`src/rtl/timebase_pkg.sv`:
```
package timebase_pkg;

  localparam int ADDR_W = 3;

  localparam logic [ADDR_W-1:0] A_CFG     = 3'd0;
  localparam logic [ADDR_W-1:0] A_CNT_LO  = 3'd1;
  localparam logic [ADDR_W-1:0] A_CNT_HI  = 3'd2;
  localparam logic [ADDR_W-1:0] A_CMP_LO  = 3'd3;
  localparam logic [ADDR_W-1:0] A_CMP_HI  = 3'd4;
  localparam logic [ADDR_W-1:0] A_PEER    = 3'd5;
  localparam logic [ADDR_W-1:0] A_PCMP_LO = 3'd6;
  localparam logic [ADDR_W-1:0] A_PCMP_HI = 3'd7;

  typedef enum logic [2:0] {
    RD_ZERO,
    RD_CFG,
    RD_CNT_LO,
    RD_CNT_HI,
    RD_CMP_LO,
    RD_CMP_HI,
    RD_PEER
  } rdSel_e;

  typedef struct packed {
    logic   cfgWr;
    logic   cmpLoWr;
    logic   cmpHiWr;
    rdSel_e rdSel;
  } ctrlStrobe_t;

endpackage

```
`src/rtl/timebase_ctrl.sv`:
```
module timebase_ctrl
  import timebase_pkg::*;
#(
  parameter int NUM_CORES = 4,
  parameter int CORE_W    = 2
) (
  input  logic                       clk,
  input  logic                       rstN,
  input  logic [CORE_W-1:0]          busCore,
  input  logic [ADDR_W-1:0]          busAddr,
  input  logic                       busWr,
  input  logic [31:0]                busWrData,
  output ctrlStrobe_t                strobe,
  output logic [CORE_W-1:0]          tgtCore,
  output logic [CORE_W-1:0]          peerRd
);

  logic [NUM_CORES-1:0][CORE_W-1:0] peerSel;
  logic coreOk;
  logic peerValOk;
  logic peerWr;
  logic [CORE_W-1:0] ownPeer;

  assign coreOk    = (32'(busCore) < 32'(NUM_CORES));
  assign peerValOk = (busWrData < 32'(NUM_CORES));
  assign ownPeer   = coreOk ? peerSel[busCore] : '0;
  assign peerRd    = ownPeer;

  always_comb begin
    strobe       = '0;
    strobe.rdSel = RD_ZERO;
    tgtCore      = busCore;
    peerWr       = 1'b0;
    if (coreOk) begin
      case (busAddr)
        A_CFG: begin
          strobe.cfgWr = busWr;
          strobe.rdSel = RD_CFG;
        end
        A_CNT_LO: strobe.rdSel = RD_CNT_LO;
        A_CNT_HI: strobe.rdSel = RD_CNT_HI;
        A_CMP_LO: begin
          strobe.cmpLoWr = busWr;
          strobe.rdSel   = RD_CMP_LO;
        end
        A_CMP_HI: begin
          strobe.cmpHiWr = busWr;
          strobe.rdSel   = RD_CMP_HI;
        end
        A_PEER: begin
          peerWr       = busWr;
          strobe.rdSel = RD_PEER;
        end
        A_PCMP_LO: begin
          tgtCore        = ownPeer;
          strobe.cmpLoWr = busWr;
          strobe.rdSel   = RD_CMP_LO;
        end
        A_PCMP_HI: begin
          tgtCore        = ownPeer;
          strobe.cmpHiWr = busWr;
          strobe.rdSel   = RD_CMP_HI;
        end
        default: strobe.rdSel = RD_ZERO;
      endcase
    end
  end

  always_ff @(posedge clk or negedge rstN) begin
    if (!rstN) begin
      peerSel <= '0;
    end else if (peerWr && peerValOk) begin
      peerSel[busCore] <= busWrData[CORE_W-1:0];
    end
  end

  AST_ONE_STROBE: assert property (@(posedge clk) disable iff (!rstN)
    $onehot0({strobe.cfgWr, strobe.cmpLoWr, strobe.cmpHiWr, peerWr})) else $error("strobe clash");

  AST_PEER_IN_RANGE: assert property (@(posedge clk) disable iff (!rstN)
    (32'(ownPeer) < 32'(NUM_CORES))) else $error("peer select out of range");

endmodule

```
`src/rtl/timebase_datapath.sv`:
```
module timebase_datapath
  import timebase_pkg::*;
#(
  parameter int NUM_CORES  = 4,
  parameter int CORE_W     = 2,
  parameter int WIDTH_CODE = 8
) (
  input  logic                  clk,
  input  logic                  rstN,
  input  ctrlStrobe_t           strobe,
  input  logic [CORE_W-1:0]     tgtCore,
  input  logic [CORE_W-1:0]     peerRd,
  input  logic [31:0]           wrData,
  output logic [31:0]           rdData,
  output logic [NUM_CORES-1:0]  irq
);

  localparam int CNT_W = 32 + 4 * WIDTH_CODE;

  logic [CNT_W-1:0]                 count;
  logic [63:0]                      countExt;
  logic                             halt;
  logic [NUM_CORES-1:0][63:0]       cmpReg;
  logic [NUM_CORES-1:0]             irqReg;
  logic [NUM_CORES-1:0]             loHit;
  logic [NUM_CORES-1:0]             reached;
  logic [63:0]                      tgtCmp;

  assign countExt = 64'(count);
  assign irq      = irqReg;
  assign tgtCmp   = cmpReg[tgtCore];

  always_ff @(posedge clk or negedge rstN) begin
    if (!rstN) begin
      count <= '0;
      halt  <= 1'b0;
    end else begin
      if (!halt) count <= count + CNT_W'(1);
      if (strobe.cfgWr) halt <= wrData[0];
    end
  end

  always_ff @(posedge clk or negedge rstN) begin
    if (!rstN) begin
      cmpReg <= '1;
      irqReg <= '0;
    end else begin
      for (int c = 0; c < NUM_CORES; c++) begin
        if (strobe.cmpHiWr && tgtCore == CORE_W'(c)) cmpReg[c][63:32] <= wrData;
        if (loHit[c]) cmpReg[c][31:0] <= wrData;
        irqReg[c] <= loHit[c] ? 1'b0 : (irqReg[c] | reached[c]);
      end
    end
  end

  for (genvar g = 0; g < NUM_CORES; g++) begin : gCore
    assign loHit[g]   = strobe.cmpLoWr && (tgtCore == CORE_W'(g));
    assign reached[g] = (countExt >= cmpReg[g]);

    AST_IRQ_SETS: assert property (@(posedge clk) disable iff (!rstN)
      (reached[g] && !loHit[g]) |=> irqReg[g]) else $error("irq missed");

    AST_IRQ_CLEARS: assert property (@(posedge clk) disable iff (!rstN)
      loHit[g] |=> !irqReg[g]) else $error("irq not cleared");

    AST_IRQ_STICKY: assert property (@(posedge clk) disable iff (!rstN)
      (irqReg[g] && !loHit[g]) |=> irqReg[g]) else $error("irq dropped");
  end

  always_comb begin
    case (strobe.rdSel)
      RD_CFG:    rdData = {24'd0, 4'(WIDTH_CODE), 3'd0, halt};
      RD_CNT_LO: rdData = countExt[31:0];
      RD_CNT_HI: rdData = countExt[63:32];
      RD_CMP_LO: rdData = tgtCmp[31:0];
      RD_CMP_HI: rdData = tgtCmp[63:32];
      RD_PEER:   rdData = 32'(peerRd);
      default:   rdData = '0;
    endcase
  end

  AST_HALT_HOLDS: assert property (@(posedge clk) disable iff (!rstN)
    halt |=> (count == $past(count))) else $error("count moved while halted");

  AST_RUN_STEP: assert property (@(posedge clk) disable iff (!rstN)
    !halt |=> (count == $past(count) + CNT_W'(1))) else $error("count step wrong");

  AST_UPPER_ZERO: assert property (@(posedge clk) disable iff (!rstN)
    (strobe.rdSel == RD_CNT_HI) |-> ((rdData >> (CNT_W - 32)) == 32'd0)) else $error("upper bits set");

endmodule

```
`src/rtl/shared_timebase.sv`:
```
module shared_timebase
  import timebase_pkg::*;
#(
  parameter int NUM_CORES  = 4,
  parameter int WIDTH_CODE = 8,
  localparam int CORE_W    = (NUM_CORES > 1) ? $clog2(NUM_CORES) : 1
) (
  input  logic                  clk,
  input  logic                  rstN,
  input  logic [CORE_W-1:0]     busCore,
  input  logic [2:0]            busAddr,
  input  logic                  busWr,
  input  logic [31:0]           busWrData,
  output logic [31:0]           busRdData,
  output logic [NUM_CORES-1:0]  cmpIrq
);

  ctrlStrobe_t        strobe;
  logic [CORE_W-1:0]  tgtCore;
  logic [CORE_W-1:0]  peerRd;

  timebase_ctrl #(
    .NUM_CORES(NUM_CORES),
    .CORE_W   (CORE_W)
  ) uCtrl (
    .clk      (clk),
    .rstN     (rstN),
    .busCore  (busCore),
    .busAddr  (busAddr),
    .busWr    (busWr),
    .busWrData(busWrData),
    .strobe   (strobe),
    .tgtCore  (tgtCore),
    .peerRd   (peerRd)
  );

  timebase_datapath #(
    .NUM_CORES (NUM_CORES),
    .CORE_W    (CORE_W),
    .WIDTH_CODE(WIDTH_CODE)
  ) uData (
    .clk    (clk),
    .rstN   (rstN),
    .strobe (strobe),
    .tgtCore(tgtCore),
    .peerRd (peerRd),
    .wrData (busWrData),
    .rdData (busRdData),
    .irq    (cmpIrq)
  );

endmodule

```
`config.mk`:
```
export PLATFORM = sky130hd
export DESIGN_NAME = shared_timebase
export DESIGN_NICKNAME = d
export VERILOG_FILES = /design/src/rtl/timebase_pkg.sv /design/src/rtl/timebase_ctrl.sv /design/src/rtl/timebase_datapath.sv /design/src/rtl/shared_timebase.sv
export SDC_FILE = /design/constraint.sdc
export NUM_CORES = 1
export LEC_CHECK = 0
export BUFFER_PORTS_ARGS = -buffer_cell sky130_fd_sc_hd__buf_4
export CELL_PAD_IN_SITES_DETAIL_PLACEMENT = 1
export CELL_PAD_IN_SITES_GLOBAL_PLACEMENT = 1
export CORE_ASPECT_RATIO = 1.25
export CORE_MARGIN = 8
export CORE_UTILIZATION = 50
export CTS_BUF_LIST = sky130_fd_sc_hd__clkbuf_2 sky130_fd_sc_hd__clkbuf_4 sky130_fd_sc_hd__clkbuf_8
export DETAILED_ROUTE_END_ITERATION = 12
export GPL_TIMING_DRIVEN = 1
export PLACE_DENSITY_LB_ADDON = 0.25
export SLEW_MARGIN = 5
export SYNTH_ARGS = -nofsm -noshare
export SYNTH_HDL_FRONTEND = slang
export SYNTH_SLANG_ARGS = --single-unit
```
`constraint.sdc`:
```
create_clock -name clk -period 3.8 [get_ports clk]
set_clock_uncertainty 0.05 [all_clocks]
set_input_delay 0.76 -clock clk [delete_from_list [all_inputs] [get_ports clk]]
set_output_delay 0.76 -clock clk [all_outputs]
set_load 0.02 [all_outputs]
```
# After elaboration in Yosys (flattened, before gate mapping)
# Index checks and enable logic that the tools add are counted.
dict set report classes {
  n_lt_le_gt_ge 8
  addsub 1
  n_reduce_logical 15
  bitwise 4
  n_eq_ne 16
  muxes 18
}
# cell n
set op_table {}
lappend op_table {{$ge A64 B64 Y1} 4}
lappend op_table {{$pmux W32 S6} 1}
lappend op_table {{$bmux W64 S2} 1}
lappend op_table {{$add A64 B1 Y64 const B} 1}
lappend op_table {{$mux W64} 1}
lappend op_table {{$lt A32 B3 Y1 const B} 1}
lappend op_table {{$eq A3 B3 Y1 const B} 7}
lappend op_table {{$pmux W3 S6} 1}
lappend op_table {{$eq A3 B2 Y1 const B} 4}
lappend op_table {{$logic_and A1 B1 Y1} 10}
lappend op_table {{$bwmux W8} 1}
lappend op_table {{$mux W1} 8}
lappend op_table {{$eq A3 B1 Y1 const B} 2}
lappend op_table {{$lt A2 B3 Y1 const B} 2}
lappend op_table {{$mux W2} 3}
lappend op_table {{$reduce_or A2 Y1} 3}
lappend op_table {{$bmux W2 S2} 1}
lappend op_table {{$demux W2 S2} 1}
lappend op_table {{$eq A2 B2 Y1 const B} 2}
lappend op_table {{$or A1 B1 Y1} 4}
lappend op_table {{$logic_not A3 Y1} 1}
lappend op_table {{$eq A2 B1 Y1 const B} 1}
lappend op_table {{$ge A2 B1 Y1 const B} 1}
lappend op_table {{$logic_not A2 Y1} 1}
dict set report totals {
  input_bits 40
  register_bits 333
  out_inout_bits 36
  word_cells 77
}

# Longest topological paths before layout
# Gate-level depths: netlist of the first run.
dict set report logic_depth {
  word_depth 6
  depth_mapped 9
  ltp_nobuf 8
}

# Modules after synthesis
# Synthesis of the first run repeated with hierarchy kept, for this count alone.
dict set report hier_totals {
  hier_cells 2036
  area_unflattened_um2 22146.2
}
# mod cells_each seq_area_each_um2 n_inst area_per_inst_um2
set modules_own_cells {}
lappend modules_own_cells {timebase_datapath 1984 8453.1 1 21491.9}
lappend modules_own_cells {timebase_ctrl 52 200.2 1 654.4}

# Least setup slack after synthesis of the first run
# Ideal clock, no wire load.
dict set report synth_path {
  path_kind {input-to-output}
  startpoint {input busCore[0]}
  endpoint {output busRdData[7]}
  path_stages 7
  t_required_ns 2.990
  t_arrival_ns 2.826
  n_path_buf 2
  path_slack_ns 0.164
  cell_sequence {buf_2 -> mux4_2 -> mux2i_4 -> buf_6 -> mux4_2 -> a22oi_1 -> o21ai_0}
}
dict set report synth_via {
  elab_chain_len 6
}
# item line
set synth_lines {}
lappend synth_lines {{start: declaration} shared_timebase.sv:10} ;# input logic [CORE_W-1:0] busCore,
lappend synth_lines {{$bmux W2 S2} timebase_ctrl.sv:26} ;# assign ownPeer = coreOk ? peerSel[busCore] : '0;
lappend synth_lines {{$mux W2 (implied by the code)} timebase_ctrl.sv:26}
lappend synth_lines {{$mux W2 (*)} timebase_ctrl.sv:35} ;# case (busAddr)
lappend synth_lines {{$bmux W64 S2 (*)} timebase_datapath.sv:31} ;# assign tgtCmp = cmpReg[tgtCore];
lappend synth_lines {{$mux W64 (implied by the code) (*)} timebase_datapath.sv:31}
lappend synth_lines {{$pmux W32 S6 (*)} timebase_datapath.sv:71} ;# case (strobe.rdSel)
lappend synth_lines {{end: declaration} shared_timebase.sv:14} ;# output logic [31:0] busRdData,
# Every way passes the cells marked *; elsewhere a longest branch is shown, timed or not. The select of a mux whose other input is x is not followed.

# Worst setup path after layout of the first run
dict set report layout_path {
  startpoint {register uCtrl.peerSel[6] (netlist name)}
  endpoint {output busRdData[25]}
}
dict set report layout_via {
  elab_chain_len 6
}
# item line
set layout_lines {}
lappend layout_lines {{start: declaration} timebase_ctrl.sv:18} ;# logic [NUM_CORES-1:0][CORE_W-1:0] peerSel;
lappend layout_lines {{start signal: indexed assignment} timebase_ctrl.sv:73} ;# peerSel[busCore] <= busWrData[CORE_W-1:0];
lappend layout_lines {{$bmux W2 S2} timebase_ctrl.sv:26}
lappend layout_lines {{$mux W2 (implied by the code)} timebase_ctrl.sv:26}
lappend layout_lines {{$mux W2} timebase_ctrl.sv:35}
lappend layout_lines {{$bmux W64 S2} timebase_datapath.sv:31}
lappend layout_lines {{$mux W64 (implied by the code)} timebase_datapath.sv:31}
lappend layout_lines {{$pmux W32 S6} timebase_datapath.sv:71}
# No other way between the ends. The select of a mux whose other input is x is not followed.

==> flow_summary_export.csv, run 1 <==
group,metric,value,unit
floorplan,num_io_pins,76,
critical_path,end_kind,"primary output",
routing,drc,0,
power,pwr-share-comb,0.297,
timing,tightest_slew,1.27,ns
grt,grt_pass1_vias,22000,
critical_path,crit_chain,"mux4_2, mux2i_4, buf_6, buf_16, mux4_2, a32oi_1, nand2_1, buf_6",
status,status,"finished, violations left",
grt,grt_pass1_wl,138000,um
routing,drt_iter0_markers,1268,
final_layout,most-common-layout-cells,"258 x inv_1, 257 x ha_1, 256 x dfstp_2",
logic_synthesis,synth_fa_ha_area_frac,0.139,
power,p_leak,12.3,nW
critical_path,crit_slowest_cell,"mux4_2",
grt,grtUsageTotal,0.338,
floorplan,start_util,0.503,
timing,setup_violations,32,
critical_path,start_kind,"flop",
placement,pre_cts_ws,-0.0513,ns
power,power_switching,4.90,mW
final_layout,layout_commonest_cell,"inv_1",
logic_synthesis,muxShareOfSynthArea,0.124,
timing,maxSlewHeadroom,0.149,
logic_synthesis,synth_top_family_by_area,"simple AND/OR/NAND/NOR gates",
final_layout,drive_above_1_share,0.309,
logic_synthesis,synth_nets,2681,
cts,cts_sinks,333,
final_layout,flow.area_growth_from_synthesis,15.6,%
floorplan,die_w,208,um
routing,vias_per_cell,6.48,
critical_path,crit_family,"multiplexers",
logic_synthesis,synthXorXnorAreaFrac,0.0243,
power,power,14.0,mW
cts,tritoncts,"built",
logic_synthesis,synth-edff-count,0,
logic_synthesis,ys_seq_elements,333,
critical_path,cp_max_fo,6,
routing,routed_wl,91000,um
timing,fin_ws,-0.173,ns
critical_path,crit_type,"reg -> out",
routing,dr.pass1.iters,5,
final_layout,fillCellCount,5079,
power,intPower,9.07,mW
timing,hold_viol_final,0,
routing,wl_per_cell,29.1,um
final_layout,num-nets-final,2791,
floorplan,rows,88,
cts,cts.clk_slew.worst_paths,0.06,ns
final_layout,finalNonFillerCells,3130,
power,p_clk_frac,0.286,
routing,ant_nets,0,
placement,routabilityCongestion,0.982,
critical_path,slowest_delay,0.52,ns
floorplan,core,0.0458,mm2
logic_synthesis,synth.distinct_cells,64,
critical_path,cp.required,2.99,ns
timing,slew_violations,0,
logic_synthesis,yosysWarnings,0,
logic_synthesis,synthFlopType,"dfstp_2",
logic_synthesis,yosysSeqAreaShare,0.375,
logic_synthesis,synth_compound_area_frac,0.121,
power,pwr-share-seq,0.417,
logic_synthesis,synth_area,0.0231,mm2
timing,rsz0062_at_grt,"true",
power,ir_worst_vdd,373,uV
floorplan,dieArea,0.0533,mm2
placement,hpwlAfterDp,66400,um
logic_synthesis,synth-simple-area-share,0.146,
worst_hold_path,min_path_type,"in -> async",
timing,fin_crit,3.97,ns
timing,period_share,1.05,
logic_synthesis,synth_cells,2384,
grt,grt_max_degree,87,
status,violations,"setup timing",
grt,gr-total-overflow,0,
logic_synthesis,avgSynthCellArea,9.67,um2
grt,antenna_found_initial,1,
cts,numCtsBuffers,59,
cts,clkLatencyLatePin,0.71,ns
critical_path,crit_buf_inv,3,
cts,cts-root-buf,"clkbuf_8",
flow_run,cap_violations,0,
power,p_per_area,524,mW/mm2
cts,cts_hold_buffers,0,
logic_synthesis,synthArstFlopShare,1.00,
cts,clk_path_buf_depth,3,
placement,dp_cells,3000,
floorplan,fp.dieH,256,um
routing,vias,20300,
cts,htree_levels,2,
placement,io_buffers,75,
timing,max_freq,0.252,GHz
power,swShare,0.351,
critical_path,crit_arrival,3.16,ns
-- power groups by stage --
stage	Sequential (mW)	Clock (mW)	Combinational, mW
after CTS	5.78	4.04	4.08
after global routing	5.89	4.18	4.53
final	5.83	3.99	4.15
after floorplan	5.41	0	2.68
after global placement	5.77	0	3.68
after detailed placement	5.83	0	3.91
-- per-layer routing --
metal	vias to the layer above	part of all wire	track usage	wire length [um]
met5	-	0	0	0
met4	0	0.085	0.250	7710
met3	343	0.059	0.0639	5360
met2	823	0.49	0.576	44200
met1	10400	0.37	0.372	33800
li1	8751	-	-	-
-- worst reg2reg max path, cell delays in order, from the launching register on --
cell and delay, ns:
dfstp_2 0.56, inv_1 0.05, ha_1 0.33, nand4_1 0.24
nor4_1 0.10, buf_4 0.17, a21boi_0 0.15, buf_4 0.18
o31a_1 0.33, a2111oi_0 0.81, o211ai_1 0.20
-- logic make-up (layout without fill, tap and decap cells) --
family | Yosys count | after routing
other cells | 0 | 1
simple gates | 658 | 658
fa+ha+maj | 257 | 257
buf+inv | 395 | 555
mux | 217 | 217
compound gates | 460 | 460
xor+xnor | 64 | 64
flops | 333 | 333
-- sequential cells by signal, indices dropped and copies added, names as in the netlist --
signal,count
uData.halt,1
uCtrl.peerSel,8
uData.irq,4
uData.count,64
uData.cmpReg,256
-- path summary, 6_finish.rpt --
| check | end | slack, ns | cells past startpoint | start |
|---|---|---|---|---|
| max | busRdData[25] | -0.17 | 8 | uCtrl.peerSel[6] |
| min | uCtrl.peerSel[2] | 0.08 | 1 | rstN |
| min reg2reg | uData.cmpReg[128] | 0.44 | 2 | uData.cmpReg[128] |
| min in group clk | uData.cmpReg[83] | 0.28 | 3 | busWrData[19] |
| max in group asynchronous | uData.cmpReg[84] | 2.60 | 2 | rstN |
| max reg2reg | uData.irq[0] | 0.43 | 10 | uData.cmpReg[11] |
-- repair_timing --
item                                   in CTS  in global routing
endpoints found under the hold margin       0                  0
setup endpoints to repair                  32                 32
pin swaps                                  13                  7
cloned                                      5                  0
buffers inserted                           16                  1
gates resized for setup                    46                 36
-- synth_stat cells, drive strengths merged (7+ instances only) --
library cell  count  area [um2]
o211ai           11        82.6
ha              257        3220
buf              52         329
a22oi            30         225
mux4             35         788
a31oi            30         188
nor3             46         230
nor2b             9        56.3
or3              31         194
nand3           114         571
nand4            68         425
a211oi           12        90.1
clkbuf           85         319
nand2           209         785
nand2b            8        50.1
and4             11        96.3
mux2i             7        95.1
nor3b            33         248
and3             10        63.8
nor4             21         161
xor2             12         105
and2             11        68.8
o21ai           155         776
a21oi           128         641
mux2            175        1970
dfstp           256        6730
a21o             28         210
nor2             69         269
dfrtp            77        1930
inv             258         968
a221o             9        90.1
a211o            30         263
xnor2            52         455
-- cell type report --
| type | instances | area, um2 | area share |
|---|---|---|---|
| clock inverters | 15 | 214 | 0.00803 |
| repair buffers | 186 | 1860 | 0.0697 |
| flip-flops and latches | 333 | 8650 | 0.325 |
| diodes | 1 | 2.50 | 0.0000939 |
| inverters | 258 | 968 | 0.0363 |
| multi-input cells | 1656 | 13000 | 0.489 |
| well taps | 585 | 732 | 0.0275 |
| clock buffers | 96 | 1180 | 0.0442 |
-- stage by stage --
| stage | utilization | hold WS (ns) | setup TNS (ns) | instance area [um2] |
|---|---|---|---|---|
| after floorplan | - | 0.403 | 0 | 23100 |
| after global placement | 0.540 | 0.421 | -0.0108 | 24700 |
| after detailed placement | 0.540 | 0.428 | -0.286 | 24700 |
| after CTS | 0.580 | 0.0551 | -5.18 | 26600 |
| after global routing | 0.582 | 0.0987 | -6.27 | 26600 |
| final | 0.582 | 0.0816 | -3.43 | 26600 |
No activity file was read; power rests on OpenSTA's default activity.
==> inputs of run 2 (changes only) <==
- SKIP_LAST_GASP: default -> 1
==> flow_summary_export.csv, run 2 (synthesized netlist as in run 1, its figures left out) <==
group,metric,value,unit
critical_path,cp_max_fo,7,
timing,fin_crit,3.97,ns
routing,ant_nets,0,
cts,numCtsBuffers,59,
cts,cts.clk_slew.worst_paths,0.06,ns
critical_path,start_kind,"flop",
critical_path,end_kind,"primary output",
routing,drt_iter0_markers,1210,
power,power,14.0,mW
timing,tightest_slew,1.29,ns
floorplan,dieArea,0.0533,mm2
critical_path,crit_slowest_cell,"mux4_2",
floorplan,die_w,208,um
final_layout,most-common-layout-cells,"258 x inv_1, 257 x ha_1, 256 x dfstp_2",
timing,max_freq,0.252,GHz
placement,io_buffers,75,
final_layout,fillCellCount,5077,
critical_path,slowest_delay,0.50,ns
floorplan,fp.dieH,256,um
grt,grt_max_degree,87,
routing,wl_per_cell,29.1,um
power,ir_worst_vdd,393,uV
cts,cts-root-buf,"clkbuf_8",
final_layout,top_regs,"uData.cmpReg: 256 flops, uData.count: 64 flops, uCtrl.peerSel: 8 flops",
timing,period_share,1.05,
timing,setup_violations,32,
placement,routabilityCongestion,0.982,
critical_path,crit_type,"reg -> out",
final_layout,num-nets-final,2791,
cts,htree_levels,2,
timing,fin_ws,-0.173,ns
floorplan,num_io_pins,76,
final_layout,flow.area_growth_from_synthesis,15.5,%
grt,gr-total-overflow,0,
status,status,"finished, violations left",
cts,cts_sinks,333,
cts,clk_path_buf_depth,3,
final_layout,layout_commonest_cell,"inv_1",
final_layout,regArea,0.00865,mm2
critical_path,cp.required,2.99,ns
worst_hold_path,min_path_type,"in -> async",
placement,hpwlAfterDp,66400,um
placement,pre_cts_ws,-0.0513,ns
final_layout,regMostFlops,"uData.cmpReg",
routing,routed_wl,91000,um
final_layout,multiInputGateArea,0.0130,mm2
cts,clkLatencyLatePin,0.71,ns
timing,setup_tns,-3.58,ns
timing,rsz0062_at_grt,"true",
routing,vias,20300,
grt,antenna_found_initial,1,
floorplan,start_util,0.503,
routing,drc,0,
timing,maxSlewHeadroom,0.139,
grt,grtUsageTotal,0.338,
power,p_per_area,524,mW/mm2
final_layout,largest_register_ffs,256,
final_layout,drive_above_1_share,0.308,
status,violations,"setup timing",
grt,grt_pass1_vias,22000,
timing,hold_viol_final,0,
floorplan,rows,88,
grt,grt_pass1_wl,138000,um
critical_path,crit_chain,"mux4_2, mux2i_4, buf_12, buf_12, mux4_2, nand2_1, nand3_2, buf_6",
critical_path,crit_arrival,3.16,ns
power,p_leak,12.3,nW
cts,tritoncts,"built",
flow_run,cap_violations,0,
routing,dr.pass1.iters,5,
floorplan,core,0.0458,mm2
cts,cts_hold_buffers,0,
routing,vias_per_cell,6.49,
timing,slew_violations,0,
==> run 2: cell types whose count changed in the layout (fill, tap and decap cells not counted) <==
cell and change:
buf_4 +2, buf_6 -2, mux2_2 +1, mux2_4 -1
nand3_1 +1, nand3_2 -1, o21ai_0 +1, o21ai_1 -1
or2_2 +1, or2_4 -1
==> run 2: path summary, 6_finish.rpt <==
kind | start | slack [ns] | cells after the start | endpoint
min in group clk | busWrData[19] | 0.28 | 3 | uData.cmpReg[83]
setup / recovery | uCtrl.peerSel[0] | -0.17 | 8 | busRdData[14]
max in group asynchronous | rstN | 2.61 | 2 | uData.cmpReg[118]
hold / removal | rstN | 0.08 | 1 | uCtrl.peerSel[2]
hold reg to reg | uData.cmpReg[128] | 0.44 | 2 | uData.cmpReg[128]
setup reg to reg | uData.cmpReg[11] | 0.44 | 10 | uData.irq[0]
==> run 2: through the flow <==
| stage | hold WS [ns] | std cells | area, um2 | utilization |
|---|---|---|---|---|
| after floorplan | 0.403 | 2384 | 23100 | - |
| after global placement | 0.421 | 3000 | 24700 | 0.540 |
| after detailed placement | 0.428 | 3000 | 24700 | 0.540 |
| after CTS | 0.0551 | 3131 | 26600 | 0.580 |
| after global routing | 0.0987 | 3129 | 26600 | 0.581 |
| final | 0.0754 | 3130 | 26600 | 0.581 |
==> run 2: area by class of cell <==
class	instances	share of cell area
Sequential cell	333	0.325
Multi-Input combinational cell	1656	0.489
Clock inverter	15	0.00803
Antenna cell	1	0.0000940
Tap cell	585	0.0275
Clock buffer	96	0.0442
Inverter	258	0.0364
Timing Repair Buffer	186	0.0695
==> run 2: report_power, final <==
part           internal [mW]  switching, mW
Clock                   2.31           1.69
Sequential              4.97          0.854
Combinational           1.79           2.36
==> run 2: metal layers <==
| metal | wire length, um | GRT usage | vias to the layer above |
|---|---|---|---|
| met5 | 0 | 0 | - |
| met4 | 7900 | 0.252 | 0 |
| met3 | 5490 | 0.0631 | 348 |
| met2 | 44100 | 0.575 | 858 |
| met1 | 33500 | 0.372 | 10400 |
| li1 | - | - | 8742 |
==> run 2: repair_timing <==
item | in CTS | in global routing
endpoints found under the setup margin | 32 | 32
resized for setup | 43 | 33
setup buffers | 16 | 1
pin swaps | 12 | 8
cloned | 5 | 0
==> run 2: critical path: cells and delay by family, from the launching register on <==
family                 cells  cell delay (ns)
AND/OR/NAND/NOR            2             0.24
buffers and inverters      3             0.54
multiplexers               3             1.28
flip-flops                 1             0.40
==> inputs of run 3 (changes only) <==
- SKIP_CTS_REPAIR_TIMING: default -> 1
==> flow_summary_export.csv, run 3 (synthesized netlist as in run 1, its figures left out) <==
group,metric,value,unit
critical_path,crit_slowest_cell,"mux4_2",
timing,setup_tns,-4.57,ns
timing,period_share,1.06,
cts,htree_levels,2,
routing,drc,0,
critical_path,cp.required,2.99,ns
status,status,"finished, violations left",
critical_path,cp_max_fo,6,
critical_path,start_kind,"flop",
floorplan,dieArea,0.0533,mm2
final_layout,regArea,0.00866,mm2
cts,numCtsBuffers,59,
final_layout,most-common-layout-cells,"258 x inv_1, 257 x ha_1, 256 x dfstp_2",
routing,vias,20200,
power,p_leak,12.3,nW
placement,pre_cts_ws,-0.0513,ns
critical_path,crit_arrival,3.20,ns
cts,tritoncts,"built",
grt,grt_max_degree,87,
placement,hpwlAfterDp,66400,um
cts,clkLatencyLatePin,0.71,ns
critical_path,crit_type,"reg -> out",
floorplan,core,0.0458,mm2
routing,vias_per_cell,6.44,
timing,fin_ws,-0.209,ns
timing,maxSlewHeadroom,0.127,
floorplan,fp.dieH,256,um
grt,gr-total-overflow,0,
routing,routed_wl,91000,um
final_layout,multiInputGateArea,0.0131,mm2
timing,setup_violations,32,
final_layout,flow.area_growth_from_synthesis,15.9,%
final_layout,fin_area,0.0267,mm2
critical_path,end_kind,"primary output",
floorplan,num_io_pins,76,
grt,grt_pass1_wl,135000,um
final_layout,top_regs,"uData.cmpReg: 256 flops, uData.count: 64 flops, uCtrl.peerSel: 8 flops",
routing,dr.pass1.iters,5,
timing,fin_hold_ws,0.0769,ns
floorplan,rows,88,
cts,cts_sinks,333,
final_layout,fillCellCount,5068,
power,p_per_area,523,mW/mm2
timing,hold_viol_final,0,
final_layout,regMostFlops,"uData.cmpReg",
cts,clk_path_buf_depth,3,
cts,cts-root-buf,"clkbuf_8",
timing,fin_crit,4.01,ns
final_layout,drive_above_1_share,0.314,
final_layout,layout_commonest_cell,"inv_1",
flow_run,cap_violations,0,
timing,max_freq,0.249,GHz
status,violations,"setup timing",
final_layout,num-nets-final,2798,
final_layout,antennaDiodeCount,0,
placement,io_buffers,75,
critical_path,crit_buf_inv,4,
critical_path,slowest_delay,0.52,ns
final_layout,largest_register_ffs,256,
grt,grt_pass1_vias,21800,
critical_path,ff2ff_setup_slack,0.47,ns
timing,slew_violations,0,
timing,tightest_slew,1.31,ns
routing,wl_per_cell,29.0,um
placement,routabilityCongestion,0.982,
critical_path,crit_chain,"mux4_2, mux2i_4, buf_12, buf_12, buf_6, mux4_2, a32oi_1, nand2_1, buf_6",
cts,cts.clk_slew.worst_paths,0.07,ns
timing,rsz0062_at_grt,"true",
power,ir_worst_vdd,366,uV
worst_hold_path,min_path_type,"in -> async",
grt,grtUsageTotal,0.331,
placement,place_area,0.0247,mm2
routing,drt_iter0_markers,1269,
critical_path,crit_family,"multiplexers",
floorplan,start_util,0.503,
routing,ant_nets,0,
floorplan,die_w,208,um
grt,antenna_found_initial,2,
-- run 3: routing by layer --
metal	vias to the layer above	wire length [um]	global-route usage
met5	-	14	0
met2	759	44600	0.566
met4	2	7600	0.245
met1	10300	33700	0.367
met3	331	5000	0.0579
li1	8759	-	-
-- run 3: report_power, final --
| group | internal (mW) | switching [mW] | leakage (nW) |
|---|---|---|---|
| combinational | 1.80 | 2.36 | 7.82 |
| sequential | 4.97 | 0.852 | 3.74 |
| clock | 2.31 | 1.68 | 0.744 |
-- run 3: layout make-up --
cell class                      instances  share of cell area
Clock buffer                           96              0.0440
Sequential cell                       333               0.324
Clock inverter                         15             0.00800
Timing Repair Buffer                  193              0.0720
Tap cell                              585              0.0274
Multi-Input combinational cell       1656               0.489
Inverter                              258              0.0362
-- run 3: final timing paths --
path,cells past startpoint,endpoint,startpoint
setup / recovery,9,busRdData[25],uCtrl.peerSel[4]
min in group clk,3,uData.cmpReg[83],busWrData[19]
hold / removal,1,uData.count[24],rstN
max in group asynchronous,2,uData.cmpReg[118],rstN
setup reg to reg,10,uData.irq[0],uData.cmpReg[15]
hold reg to reg,2,uData.cmpReg[128],uData.cmpReg[128]
-- run 3: worst register-to-register path: stages, from the launching register on --
cell,delay [ns]
dfstp_2,0.56
inv_1,0.05
ha_1,0.30
nand4_1,0.25
nor4_1,0.12
buf_4,0.17
a21boi_0,0.15
buf_4,0.18
o31a_1,0.33
a2111oi_0,0.79
o211ai_1,0.20
-- run 3: through the flow --
step	util	power, mW	std cells
after global placement	0.540	9.45	3000
after detailed placement	0.540	9.74	3000
after global routing	0.584	14.6	3136
after CTS	0.570	13.8	3111
after floorplan	-	8.09	2384
final	0.584	14.0	3136
